<file path="src/rtl/operand_addr_unit.sv">
module operand_addr_unit (
  input  logic        clk,
  input  logic        rst_n,
  input  logic        start,
  input  logic [1:0]  mode,
  input  logic [3:0]  reg_num,
  input  logic [15:0] wp,
  input  logic [15:0] pc_in,
  output logic        busy,
  output logic        done,
  output logic [15:0] ea,
  output logic [15:0] operand,
  output logic        pc_adv,
  input  logic        wr_req,
  input  logic [15:0] wr_data,
  input  logic        abort,
  output logic        mem_req,
  output logic        mem_we,
  output logic [15:0] mem_addr,
  output logic [15:0] mem_wdata,
  input  logic [15:0] mem_rdata,
  input  logic        mem_ack
);

  typedef enum logic [2:0] {
    S_IDLE, S_EXT, S_REG, S_INC, S_OPR, S_HOLD, S_WB
  } state_t;

  state_t      st;
  logic [1:0]  md;
  logic [3:0]  rn;
  logic [15:0] ea_r, opnd_r, ofs, wdat;
  logic [15:0] reg_addr;

  assign reg_addr  = wp + {11'd0, rn, 1'b0};
  assign busy      = st != S_IDLE;
  assign done      = st == S_HOLD;
  assign ea        = ea_r;
  assign operand   = opnd_r;
  assign pc_adv    = st == S_EXT && mem_ack;
  assign mem_req   = st == S_EXT || st == S_REG || st == S_INC || st == S_OPR || st == S_WB;
  assign mem_we    = st == S_INC || st == S_WB;
  assign mem_wdata = st == S_WB ? wdat : ea_r + 16'd2;

  always_comb begin
    case (st)
      S_EXT:        mem_addr = pc_in;
      S_REG, S_INC: mem_addr = reg_addr;
      default:      mem_addr = ea_r;
    endcase
  end

  always_ff @(posedge clk) begin
    if (!rst_n) begin
      st     <= S_IDLE;
      md     <= 2'b00;
      rn     <= 4'd0;
      ea_r   <= 16'd0;
      opnd_r <= 16'd0;
      ofs    <= 16'd0;
      wdat   <= 16'd0;
    end else begin
      case (st)
        S_IDLE: if (start) begin
          md <= mode;
          rn <= reg_num;
          case (mode)
            2'b00: begin
              ea_r <= wp + {11'd0, reg_num, 1'b0};
              st   <= S_OPR;
            end
            2'b10:   st <= S_EXT;
            default: st <= S_REG;
          endcase
        end
        S_EXT: if (mem_ack) begin
          if (rn == 4'd0) begin
            ea_r <= mem_rdata;
            st   <= S_OPR;
          end else begin
            ofs <= mem_rdata;
            st  <= S_REG;
          end
        end
        S_REG: if (mem_ack) begin
          if (md == 2'b10) begin
            ea_r <= mem_rdata + ofs;
            st   <= S_OPR;
          end else begin
            ea_r <= mem_rdata;
            st   <= (md == 2'b11) ? S_INC : S_OPR;
          end
        end
        S_INC: if (mem_ack) st <= S_OPR;
        S_OPR: if (mem_ack) begin
          opnd_r <= mem_rdata;
          st     <= S_HOLD;
        end
        S_HOLD: begin
          if (abort) st <= S_IDLE;
          else if (wr_req) begin
            wdat <= wr_data;
            st   <= S_WB;
          end
        end
        S_WB: if (mem_ack) st <= S_IDLE;
        default: st <= S_IDLE;
      endcase
    end
  end

endmodule


</file>
<file path="config.mk">
export PLATFORM = sky130hd
export DESIGN_NAME = operand_addr_unit
export DESIGN_NICKNAME = d
export VERILOG_FILES = /design/src/rtl/operand_addr_unit.sv
export SDC_FILE = /design/constraint.sdc
export NUM_CORES = 1
export LEC_CHECK = 0
export ABC_AREA = 1
export BUFFER_PORTS_ARGS = -buffer_cell sky130_fd_sc_hd__buf_2
export CORE_UTILIZATION = 49
export CTS_BUF_LIST = sky130_fd_sc_hd__clkbuf_16
export CTS_CLUSTER_DIAMETER = 40
export DETAILED_ROUTE_END_ITERATION = 10
export HOLD_SLACK_MARGIN = 0.02
export MAX_ROUTING_LAYER = met4
export PLACE_DENSITY_LB_ADDON = 0.1
export SETUP_SLACK_MARGIN = 0.4
export SYNTH_ARGS = -nofsm -noshare
export SYNTH_HDL_FRONTEND = slang
export SYNTH_SLANG_ARGS = --single-unit
</file>
<file path="constraint.sdc">
create_clock -name clk -period 1.74 [get_ports clk]
set_input_delay 0.261 -clock clk [delete_from_list [all_inputs] [get_ports clk]]
set_output_delay 0.261 -clock clk [all_outputs]
set_load 0.005 [all_outputs]
</file>
==> metrics.txt, run 1 <==
status=did not finish; Failed at=global routing (5_1_grt); Tool Error=[ERROR GRT-0232] Routing congestion too high. Check the congestion heatmap in the GUI.; PortBufs=144; post-GRT worst EP=mem_addr[14]; Clock Tree Buf Depth=2; syn nets=1001; CTS sink count=73; asr flop ratio synth=0; Post-Syn Area=5484 um^2; # rows=38; TritonCTS Buffers=9; number of flops mapped to enable cells by yosys=0; Post-Syn Instances=898; gr ovfl total=10; Avg Cell Area, Syn=6.107 um^2; Initial Util=0.5037; GP Congestion=0.9801; Synth cell types=38; Worst EP kind=top-level output; CTS hold repair buffers=0; CTS root buffer=clkbuf_16; htree depth=3; FF+latch count, synth=73; dpl ws=-0.2432 ns; Total GRT Usage=0.7341; Die Height=107.8 um; Seq/Total Area, Yosys=0.2665; dpl hpwl=15870 um; Synth Flop Type=dfxtp_1; largest net degree at the start of global routing=46; DIE WIDTH=107.8 um; Ports=145; Ys Warns=0
[cells by family after synthesis]
family          synth area share
compound gates            0.2261
flops                     0.2665
fa+ha+maj                0.06571
xor+xnor                 0.02396
buf+inv                   0.1120
simple gates              0.3057
[metrics by stage]
step	utilization	TNS, ns	area (um^2)	instances
floorplan	-	-0.01162	5877	898
global placement	0.6854	-2.677	7462	1263
detailed placement	0.6854	-3.052	7462	1263
CTS	0.8284	-8.585	9020	1339
[synthesized netlist by cell type, drive strengths merged (4+ instances only)]
cell type  instances  area [um^2]
a21oi            109        545.5
a22oi             11        82.58
buf               11        77.57
clkbuf            23        86.33
dfxtp             73         1461
ha                24        300.3
inv              120        450.4
nand2            216        828.3
nand3             80        405.4
nand4              5        31.28
nor2              79        321.5
nor3               9        45.04
o211ai             6        45.04
o21ai             92        460.4
o22ai              4        25.02
xor2              13        113.9
[what timing repair did]
action,CTS
buffers inserted,52
resized for setup,218
cloned,8
endpoints found under the setup margin,110
pin swaps,64
[routing by layer]
metal	global-route usage	GRT overflow
met1	0.7196	0
met2	0.9171	4
met3	0.5339	0
met4	0.7045	6
met5	-	-
==> inputs of run 2 (changes only) <==
Settings changed: CORE_UTILIZATION 49 to 40, CTS_BUF_LIST sky130_fd_sc_hd__clkbuf_16 to unset, CTS_CLUSTER_DIAMETER 40 to unset, HOLD_SLACK_MARGIN 0.02 to unset, MAX_ROUTING_LAYER met4 to unset, PLACE_DENSITY_LB_ADDON 0.1 to 0.15, SETUP_SLACK_MARGIN 0.4 to unset.
Clock period 1.74 ns to 2.3 ns, I/O delays scaled along.
==> run 2 against run 1 <==
The flow now finishes without violations; synthesized cell count unchanged; synthesized area unchanged.
==> metrics.txt, run 2 <==
status=complete, no violations; first drt pass iteration count=5; TritonCTS Buffers=9; Final setup viols=0; most frequent cell after synthesis=nand2_1; Hold Fails Final Rpt=0; DRT antenna net count=0; vias=6419; Ys Warns=0; number of flops mapped to enable cells by yosys=0; asr flop ratio synth=0; Commonest cells post-synth=nand2_1 (211), inv_1 (114), a21oi_1 (109); CTS sink count=73; period utilization=0.9979; critical path fanouts, max=2; global-route wire length before repair=29720 um; Arr. time, crit path=1.95 ns; Total GRT Usage=0.2650; worst skew pair latency=0.34 ns; htree depth=3; dpl ws=-0.02999 ns; drt drc=0; initial antenna violation count=0; post-synth top area share=0.2665; Clock Tree Buf Depth=2; CTS tree=built; synth top area cells=dfxtp_1 (27%), nand2_1 (14%), a21oi_1 (9.9%); Core ar.=13300 um^2; PortBufs=144; drt total wl=19050 um; final net count=1161; Post-Syn Instances=898; DP Area=6449 um^2; Slew headroom=0.5109; most common cell after layout, fill and taps aside=nand2_1; multi-input logic area=3628 um^2; peak supply drop=0.0005345 V; CTS root buffer=clkbuf_16; Synth cell types=38; Final Cell Area=7141 um^2; detailed router's first-iteration violation count=516; Max Cap Viol=0; Synth Flop Type=dfxtp_1; RSZ-0062 raised after global routing=true; HP Class=input port to flip-flop; M3 GR Usage=0.04837; Die Height=119.1 um; dpl hpwl=14840 um; Reg area=1475 um^2; # rows=42; post-synth top area cell=dfxtp_1; setup ws final=0.004753 ns; pwr/cell area=992.1 nW/um^2; DIE WIDTH=119.1 um; Max Freq=435.7 MHz; vias in the first global route=5690; GR Util met1=0.3548; Leak=3.512 nW; FF+latch count, synth=73; CP required=1.96 ns; Fin Setup TNS=0 ns; CTS hold repair buffers=0; crit path launch type=flip-flop; Ports=145; P&R area growth vs syn=30.21%; share of layout cells above drive strength 1=0.2493; Die ar.=14180 um^2; min cycle time layout=2.295 ns; Crit Path Category=flip-flop to primary output; Avg Cell Area, Syn=6.107 um^2; Filler cells=1353; GRT busiest layer=met2; largest net degree at the start of global routing=30; Initial Util=0.4125; vias per inst=5.181; syn nets=1001; Seq/Total Area, Yosys=0.2665; GR Layer Usage met2=0.4404; worst slew pin tran=0.7319 ns; most frequent cells in the layout=nand2_1 (203), buf_2 (144), inv_1 (110), a21oi_1 (108), o21ai_0 (77); Slew Limit Fails=0; clock skew=0.007976 ns; CTS clk-pin slew, worst paths=0.06 ns; GP Congestion=0.9549; worst hold slack=0.2657 ns; gr ovfl total=0; wire length per cell=15.37 um; Post-Syn Area=5484 um^2; number of diodes=0; Critical Path Sink Type=primary output; Util after Layout=0.5371
-- run 2: cell counts after synthesis --
No cell type changed its count.
-- run 2: logic make-up (layout without fill, tap and decap cells) --
logic type	after synthesis	count (layout)	synth area share
AO/OA/AOI/OAI	233	233	0.2261
XOR/XNOR	15	15	0.02396
adder cells (fa/ha/maj)	27	27	0.06571
buffers and inverters	154	319	0.1120
flip-flops	73	73	0.2665
AND/OR/NAND/NOR	396	396	0.3057
-- run 2: per-layer routing --
metal | part of all wire | wire (um) | vias up
met2 | 0.46 | 8802 | 225
met1 | 0.46 | 8735 | 2879
met3 | 0.061 | 1157 | 31
li1 | - | - | 3284
met5 | 0 | 0 | -
met4 | 0.018 | 351 | 0
-- run 2: stage by stage --
step	cells	total power, mW
floorplan	898	3.835
global placement	1209	5.186
detailed placement	1209	5.200
CTS	1234	6.960
global route	1239	7.609
finish	1239	7.084
-- run 2: layout make-up --
| type | instances | share of cell area |
|---|---|---|
| multi-input combinational | 671 | 0.5081 |
| sequential | 73 | 0.2066 |
| timing repair buffer | 183 | 0.1425 |
| inverter | 120 | 0.06361 |
| clock buffer | 10 | 0.03207 |
| tap | 176 | 0.03084 |
| clock inverter | 6 | 0.01630 |
-- run 2: where the power goes --
group	switching [mW]	leakage (nW)	total, mW	internal (mW)
registers	0.287	0.597	1.81	1.52
logic	2.25	2.75	3.63	1.38
clock network	0.580	0.167	1.65	1.07
-- run 2: timing repair --
action                                  4_1_cts  5_1_grt
cloned                                        0        0
buffers inserted                              9        5
pin swaps                                    10       18
gates resized for setup                      29       45
endpoints found under the hold margin         0        0
endpoints found under the setup margin       19       34
-- run 2: worst paths after layout --
check,from,endpoint,slack [ns],depth (start not counted)
max reg2reg,st[1],wdat[15],0.29,6
min reg2reg,wdat[11],wdat[11],0.45,2
max,ea[1],mem_wdata[13],0.005,12
min,wr_data[4],wdat[4],0.27,3
-- run 2: worst max-delay path, cell delays in order, from the launching register on --
cell	delay (ns)
dfxtp_2	0.35
ha_4	0.15
nand3_4	0.09
nor2_4	0.10
nand2_2	0.09
nor2_4	0.14
nand2_2	0.07
nor2_2	0.10
nand2_1	0.09
xor2_2	0.17
nand2_1	0.08
nand2_1	0.07
buf_2	0.11
(Power assumes the default switching activity.)
